<file path="src/rtl/cim_pkg.sv">
package cim_pkg;
   typedef enum logic [1:0] {
      ST_IDLE  = 2'd0,
      ST_VALID = 2'd1,
      ST_JAM   = 2'd2,
      ST_HOLD  = 2'd3
   } cim_state_e;

   localparam int unsigned NIB_W = 4;
   localparam logic [NIB_W-1:0] JAM_NIB_EVEN = 4'h3;
   localparam logic [NIB_W-1:0] JAM_NIB_ODD  = 4'h4;
   localparam logic [NIB_W-1:0] JAM_NIB_IDLE = 4'h0;
endpackage

</file>
<file path="src/rtl/cim_fc_timer.sv">
module cim_fc_timer #(
   parameter int unsigned FC_LIMIT = 450
) (
   input  logic clk,
   input  logic rst_n,
   input  logic clr,
   input  logic run,
   output logic expire
);
   localparam int unsigned CW = (FC_LIMIT < 2) ? 1 : $clog2(FC_LIMIT);
   localparam logic [CW-1:0] LAST = CW'(FC_LIMIT - 1);

   generate
      if (FC_LIMIT < 2) begin : g_bad_limit
         $error("cim_fc_timer: FC_LIMIT must be at least 2");
      end
   endgenerate

   logic [CW-1:0] cnt;

   always_ff @(posedge clk) begin
      if (!rst_n)                cnt <= '0;
      else if (clr)              cnt <= '0;
      else if (run && !expire)   cnt <= cnt + CW'(1);
   end

   assign expire = (cnt == LAST);

   AST_TIMER_BOUND: assert property (@(posedge clk) disable iff (!rst_n)
      cnt <= LAST);
endmodule

</file>
<file path="src/rtl/cim_part_ctl.sv">
module cim_part_ctl #(
   parameter int unsigned PART_THRESH = 2
) (
   input  logic clk,
   input  logic rst_n,
   input  logic enable,
   input  logic false_start,
   input  logic valid_done,
   output logic part
);
   generate
      if (PART_THRESH < 1) begin : g_bad_thresh
         $error("cim_part_ctl: PART_THRESH must be at least 1");
      end

      if (PART_THRESH == 1) begin : g_single
         always_ff @(posedge clk) begin
            if (!rst_n || !enable) part <= 1'b0;
            else if (valid_done)   part <= 1'b0;
            else if (false_start)  part <= 1'b1;
         end
      end else begin : g_count
         localparam int unsigned NW = $clog2(PART_THRESH + 1);
         localparam logic [NW-1:0] THR = NW'(PART_THRESH);
         logic [NW-1:0] cnt;

         always_ff @(posedge clk) begin
            if (!rst_n || !enable) begin
               cnt  <= '0;
               part <= 1'b0;
            end else if (valid_done) begin
               cnt  <= '0;
               part <= 1'b0;
            end else if (false_start) begin
               if (cnt < THR)            cnt  <= cnt + NW'(1);
               if (cnt >= THR - NW'(1))  part <= 1'b1;
            end
         end

         AST_COUNT_CLEARED_OFF: assert property (@(posedge clk) disable iff (!rst_n)
            !enable |=> (cnt == '0));
      end
   endgenerate

   AST_PART_OFF: assert property (@(posedge clk) disable iff (!rst_n)
      !enable |=> !part);
   AST_PART_REJOIN: assert property (@(posedge clk) disable iff (!rst_n)
      (enable && valid_done) |=> !part);
endmodule

</file>
<file path="src/rtl/cim_jam_gen.sv">
module cim_jam_gen
   import cim_pkg::*;
(
   input  logic             clk,
   input  logic             rst_n,
   input  logic             start,
   input  logic             active,
   output logic [NIB_W-1:0] nibble
);
   logic phase;

   always_ff @(posedge clk) begin
      if (!rst_n)       phase <= 1'b0;
      else if (start)   phase <= 1'b0;
      else if (active)  phase <= ~phase;
   end

   always_comb begin
      if (!active)     nibble = JAM_NIB_IDLE;
      else if (phase)  nibble = JAM_NIB_ODD;
      else             nibble = JAM_NIB_EVEN;
   end

   AST_JAM_ALTERNATE: assert property (@(posedge clk) disable iff (!rst_n)
      (active && $past(active)) |-> (nibble != $past(nibble)));
endmodule

</file>
<file path="src/rtl/cim_port_monitor.sv">
module cim_port_monitor
   import cim_pkg::*;
#(
   parameter int unsigned FC_LIMIT    = 450,
   parameter int unsigned PART_THRESH = 2
) (
   input  logic             clk,
   input  logic             rst_n,
   input  logic             enable,
   input  logic             carrier,
   input  logic             sof_ok,
   input  logic             eoc,
   output logic             jam_req,
   output logic             partitioned,
   output logic [NIB_W-1:0] jam_nibble
);
   cim_state_e state;
   logic       carrier_q;
   logic       jam_q;
   logic       part;
   logic       expire;
   logic       rise, fin;
   logic       start_valid, start_false, valid_done;

   assign rise        = carrier && !carrier_q;
   assign fin         = !carrier || eoc;
   assign start_valid = enable && (state == ST_IDLE) && rise && sof_ok;
   assign start_false = enable && (state == ST_IDLE) && rise && !sof_ok;
   assign valid_done  = enable && (state == ST_VALID) && fin;

   always_ff @(posedge clk) begin
      if (!rst_n) carrier_q <= 1'b0;
      else        carrier_q <= carrier;
   end

   always_ff @(posedge clk) begin
      if (!rst_n || !enable) begin
         state <= ST_IDLE;
         jam_q <= 1'b0;
      end else begin
         unique case (state)
            ST_IDLE: begin
               if (start_valid) begin
                  state <= ST_VALID;
               end else if (start_false) begin
                  state <= ST_JAM;
                  jam_q <= !part;
               end
            end
            ST_VALID: begin
               if (fin) state <= ST_IDLE;
            end
            ST_JAM: begin
               if (fin) begin
                  state <= ST_IDLE;
                  jam_q <= 1'b0;
               end else if (expire) begin
                  state <= ST_HOLD;
                  jam_q <= 1'b0;
               end
            end
            ST_HOLD: begin
               if (fin) state <= ST_IDLE;
            end
            default: state <= ST_IDLE;
         endcase
      end
   end

   cim_fc_timer #(.FC_LIMIT(FC_LIMIT)) u_timer (
      .clk    (clk),
      .rst_n  (rst_n),
      .clr    (start_false),
      .run    ((state == ST_JAM) && !fin),
      .expire (expire)
   );

   cim_part_ctl #(.PART_THRESH(PART_THRESH)) u_part (
      .clk         (clk),
      .rst_n       (rst_n),
      .enable      (enable),
      .false_start (start_false),
      .valid_done  (valid_done),
      .part        (part)
   );

   cim_jam_gen u_jam (
      .clk    (clk),
      .rst_n  (rst_n),
      .start  (start_false),
      .active (jam_req),
      .nibble (jam_nibble)
   );

   assign jam_req     = jam_q && enable;
   assign partitioned = part && enable;

   AST_JAM_ONLY_FALSE: assert property (@(posedge clk) disable iff (!rst_n)
      $rose(jam_q) |-> ($past(rise) && !$past(sof_ok)));
   AST_JAM_ENDS: assert property (@(posedge clk) disable iff (!rst_n)
      ($past(jam_q) && $past(fin)) |-> !jam_q);
   AST_JAM_TIMEOUT: assert property (@(posedge clk) disable iff (!rst_n)
      (jam_q && expire) |=> !jam_q);
   AST_NO_JAM_PART: assert property (@(posedge clk) disable iff (!rst_n)
      $rose(jam_q) |-> !$past(part));
endmodule

</file>
<file path="config.mk">
export PLATFORM = sky130hd
export DESIGN_NAME = cim_port_monitor
export DESIGN_NICKNAME = d
export VERILOG_FILES = /design/src/rtl/cim_pkg.sv /design/src/rtl/cim_fc_timer.sv /design/src/rtl/cim_part_ctl.sv /design/src/rtl/cim_jam_gen.sv /design/src/rtl/cim_port_monitor.sv
export SDC_FILE = /design/constraint.sdc
export NUM_CORES = 1
export LEC_CHECK = 0
export BUFFER_PORTS_ARGS = -buffer_cell sky130_fd_sc_hd__buf_2
export CAP_MARGIN = 20
export CORE_UTILIZATION = 49
export CTS_CLUSTER_DIAMETER = 60
export CTS_CLUSTER_SIZE = 12
export DETAILED_ROUTE_END_ITERATION = 12
export GPL_TIMING_DRIVEN = 0
export PLACE_DENSITY = 0.72
export SYNTH_ARGS = -nofsm -noshare
export SYNTH_HDL_FRONTEND = slang
export SYNTH_SLANG_ARGS = --single-unit
</file>
<file path="constraint.sdc">
create_clock -name clk -period 1.3 [get_ports clk]
set_input_delay 0.13 -clock clk [delete_from_list [all_inputs] [get_ports clk]]
set_output_delay 0.13 -clock clk [all_outputs]
set_load 0.05 [all_outputs]
</file>
### Word level (Yosys, flattened, before mapping)

Index checks and enable logic that the tools add are counted.

* multiplexer cells: 13
* reductions and logical operators: 30
* add/sub/neg operators: 2
* bitwise logic cells: 2
* magnitude comparators: 2
* eq/ne operators: 9

Operators with widths (number)
* $logic_and A1 B1 Y1: 11
* $mux W2: 5
* $add A9 B1 Y9 const B: 1
* $eq A9 B9 Y1 const B: 1
* $logic_not A1 Y1: 8
* $pmux W2 S3: 1
* $reduce_or A2 Y1: 3
* $eq A2 B2 Y1 const B: 2
* $mux W1: 4
* $mux W4: 1
* $ne A2 B2 Y1 const B: 2
* $reduce_and A2 Y1: 2
* $reduce_and A4 Y1: 1
* $mux W3: 1
* $ne A3 B2 Y1 const B: 1
* $ne A3 B3 Y1 const B: 1
* $reduce_and A3 Y1: 1
* $add A2 B1 Y2 const B: 1
* $eq A2 B1 Y1 const B: 1
* $ge A2 B1 Y1 const B: 1
* $logic_not A2 Y1: 1
* $logic_or A1 B1 Y1: 2
* $lt A2 B2 Y1 const B: 1
* $ne A2 B1 Y1 const B: 1
* 3 further kinds: 4

* logic and storage cells: 65
* output and inout bits: 6
* input port bits: 6
* flip-flop bits (word level): 17

### Logic depth before layout (Yosys ltp)

* depth after elaboration: 7
* depth in mapped cells: 6
* depth with buffers taken out: 6

### Cells and area by module

A second synthesis with hierarchy kept.

* cell total of the unflattened synthesis: 100
* area total of the unflattened synthesis: 897.1 µm²

Modules (own cells, without submodules)
* cim_fc_timer: cells each 52, sequential area each 180.2 µm², times used 1, area each 450.4 µm²
* cim_port_monitor: cells each 25, sequential area each 80.1 µm², times used 1, area each 235.2 µm²
* cim_part_ctl: cells each 15, sequential area each 60.1 µm², times used 1, area each 135.1 µm²
* cim_jam_gen: cells each 8, sequential area each 20.0 µm², times used 1, area each 76.3 µm²

### Worst setup path after synthesis

Ideal clock, no wire load.

* kind: register to output
* start point: register jam_q
* end point: output jam_nibble[1]
* slack: -0.252 ns
* stages on the path, launching flop included: 4
* data arrival time: 1.422 ns
* path through: dfxtp_1 > nand2_1 > nor2_1 > buf_4

* cells in the longest elaborated chain, start to end: 2

RTL lines
* start: declaration: RTL line cim_port_monitor.sv:19 `logic jam_q;`
* start signal: assignment: RTL line cim_port_monitor.sv:47 `jam_q <= !part;`
* $logic_and A1 B1 Y1: RTL line cim_port_monitor.sv:95 `assign jam_req = jam_q && enable;`
* $mux W4: RTL line cim_jam_gen.sv:19 `if (!active) nibble = JAM_NIB_IDLE;`
* end: declaration: RTL line cim_port_monitor.sv:15 `output logic [NIB_W-1:0] jam_nibble`

Every way passes these cells.

### Final worst setup path

* start point: register u_timer.cnt[0]
* end point: register u_timer.cnt[8]

* cells in the longest elaborated chain, start to end: 3
* elaborated cells between the ends (all ways): 4
* classes of those cells: 1 x add/sub; 1 x eq/ne; 2 x reduce/logical

RTL lines
* start: declaration: RTL line cim_fc_timer.sv:19 `logic [CW-1:0] cnt;`
* start signal: assignment: RTL line cim_fc_timer.sv:24 `else if (run && !expire) cnt <= cnt + CW'(1);`
* parallel branches: the longest is 3 deep, another holds $add A9 B1 Y9

Parallel ways; which one is timed is not known.
A chain may end at the register's enable or synchronous reset.

==> out/results.tsv <==
stage	metric	value	unit
power_and_ir_drop	p_leak	0.435	nW
route	drtIter0Drc	14	
synthesis	synth_edf_count	0	
final_layout	drive_gt1_frac	0.415	
place	placed_area	983	um2
sta	final_hold_viol_count	0	
place	place_hpwl	1.13	mm
clock_network	clk_pin_slew	110	ps
synthesis	netlist_instances	97	
sta	finalSetupTns	-11.1	ps
setup_path	slowest_delay	390	ps
global_routing	grt_use_total	0.178	
setup_path	critPathTopFamily	simple AND/OR/NAND/NOR gates	
clock_network	clock_sinks	17	
route	firstDrtPassIters	4	
setup_path	cp_max_fo	4	
setup_path	critPathCaptureType	register	
sta	setup_violations	1	
route	vias_per_cell	5.24	
setup_path	required	1500	ps
global_routing	antenna_found_initial	0	
synthesis	synth-seq-cells	17	
synthesis	async_flop_share	0	
sta	skew	4.23	ps
clock_network	cts_max_level	1	
final_layout	register_area	358	um2
power_and_ir_drop	p_per_area	776	mW/mm2
setup_path	cp.buffers_inverters	1	
setup_path	arrival	1510	ps
final_layout	fillCellCount	143	
floorplanning	core	0.00173	mm2
power_and_ir_drop	ir_drop	0.000480	V
setup_path	r2r_cells	6	
sta	finalCritPeriodShare	1.01	
setup_path	r2r_start	u_timer.cnt[0]	
clock_network	cts_tree	yes	
final_layout	multi_input_area	589	um2
sta	max_freq	0.763	GHz
route	routedWlPerCell	12.0	um
setup_path	cp-endpoint	u_timer.cnt[8]	
final_layout	post-route-util	0.670	
global_routing	grt_overflow	0	
final_layout	final_area	0.00116	mm2
synthesis	synthTopCellsByArea	dfxtp_1 38%, nor2_1 5.8%, xnor2_1 4.9%, ha_1 4.2%, xor2_1 3.9%	
sta	layout_min_cycle_time	1310	ps
synthesis	avgSynthCellArea	9.27	um2
final_layout	antenna_cells	0	
synthesis	synth_commonest_cells	17 x dfxtp_1, 14 x nor2_1, 7 x nand2_1, 6 x inv_1, 5 x xnor2_1	
route	vias	750	
setup_path	worstReg2RegEnd	u_timer.cnt[8]	
setup_path	path_depth	6	
route	remaining_drc_errors	0	
floorplanning	initial_core_util	0.521	
clock_network	clock_latency	300	ps
synthesis	yosys_most_used_dff	dfxtp_1	
setup_path	crit_type	reg2reg	
outcome	outcome	finished with violations	
global_routing	grt_pass1_wl	2.57	mm
synthesis	yosysUniqueCellTypes	32	
global_routing	grt_pass1_vias	632	
synthesis	synthesis.nets	106	
worst_hold_path	hp-start	rst_n	
floorplanning	die_y	44.8	um
floorplanning	core.rowCount	15	
synthesis	yosysWarnings	0	
global_routing	grt_max_degree	11	
floorplanning	dieArea	0.00201	mm2
clock_network	cts_root_buffer	clkbuf_4	
clock_network	cts_buffer_depth	2	
route	ant_nets	0	
route	totalWireLength	1.72	mm
synthesis	synth.most_common_cell	dfxtp_1	
run	cap_violations	0	
sta	setup_slack	-11.1	ps
synthesis	yosys.area.top_type	dfxtp_1	
worst_hold_path	worst_hold_path_type	in2reg	
synthesis	seq_area_frac_synth	0.378	
setup_path	critical_path.cell_chain	buf_6 > ha_4 > nand3_4 > nor4_4 > xnor2_1 > nor2_1	
sta	rsz0062_at_grt	yes	
outcome	violations	setup timing	
place	routabilityCongestion	0.785	
setup_path	critPathLaunchType	register	
sta	slew_violations	0	
setup_path	ff2ff_setup_slack	-10	ps
final_layout	area_growth	28.7	%
synthesis	synth_area	900	um2
setup_path	crit_start	u_timer.cnt[0]	
place	io_buffers	10	
floorplanning	io-pin-count	12	
floorplanning	chipWidth	44.8	um
final_layout	final_nets	128	
clock_network	cts_inserted_buffers	3	
synthesis	yosysTopAreaCellShare	0.378	
setup_path	slowest_stage	dfxtp_4	
[layout by cell type, fill, tap and decap left out, drive strengths merged]
cell	instances
buf	19
dfxtp	17
nor2	14
nand2	7
inv	6
xnor2	5
a21oi	5
xor2	4
nor3	4
clkbuf	4
and2	3
nand4	3
a211oi	3
nand3	3
ha	3
and4bb	2
o21ai	2
nand4bb	2
and3	1
nor4b	1
and4b	1
nand3b	1
nor4bb	1
nor2b	1
o311ai	1
and4	1
or2	1
nor3b	1
nor4	1
conb	1
[final cells by class]
cell class                 count  share of cell area
buffer                         2              0.0130
clock buffer                   4              0.0227
inverter                       6              0.0195
multi-input combinational     72               0.509
sequential                    17               0.309
tap                           25              0.0270
timing repair buffer          17              0.0995
[state kept, by name (all words and copies together) (netlist names)]
register,cells
carrier_q,1
state,2
u_timer.cnt,9
u_jam.phase,1
jam_q,1
u_part.g_count.cnt,2
u_part.part,1
[per-layer routing]
| metal | track usage | vias up | routed length [um] |
|---|---|---|---|
| met2 | 0.274 | 24 | 779 |
| met3 | 0.0280 | 4 | 54 |
| met4 | 0.115 | 0 | 35 |
| met5 | 0 | - | 0 |
| li1 | - | 379 | - |
| met1 | 0.233 | 343 | 853 |
[power by group]
| group | leakage, nW | switching (mW) | internal [mW] |
|---|---|---|---|
| Sequential | 0.142 | 0.00477 | 0.520 |
| Combinational | 0.278 | 0.0439 | 0.0291 |
| Clock | 0.0150 | 0.181 | 0.120 |
[cells by family after synthesis]
logic type / synth area share
simple gates: 0.369
flops: 0.378
compound gates: 0.0779
xor+xnor: 0.0876
buf+inv: 0.0417
fa+ha+maj: 0.0417
other cells: 0.00417
[worst min path at each step]
stage	depth (start not counted)	slack [ps]	endpoint
final	2	110	carrier_q
after global routing	2	110	carrier_q
after CTS	2	90	carrier_q
after detailed placement	2	390	carrier_q
after global placement	2	390	carrier_q
after floorplan	1	250	carrier_q
[what timing repair did]
item	4_1_cts	5_1_grt
gates resized for setup	13	17
pin swaps	7	12
buffers inserted	4	3
hold buffers	0	0
setup endpoints to repair	13	17
[worst register-to-register path, delay by kind of cell (launching register included)]
family	cells	cell delay [ps]
XOR/XNOR	1	140
adder cells (fa/ha/maj)	1	140
buffers and inverters	1	110
flip-flops	1	390
AND/OR/NAND/NOR	3	440
[stage by stage]
step                      setup WS, ps  std cells  power, mW  hold WS, ps
after global placement            -120        132      0.607          390
after detailed placement          -145        132      0.608          392
final                            -11.1        143      0.898          107
after floorplan                  -41.6         97      0.585          252
after global routing             -66.6        143      0.912          107
after CTS                        -21.0        140      0.895         91.4
(Power assumes the default switching activity.)
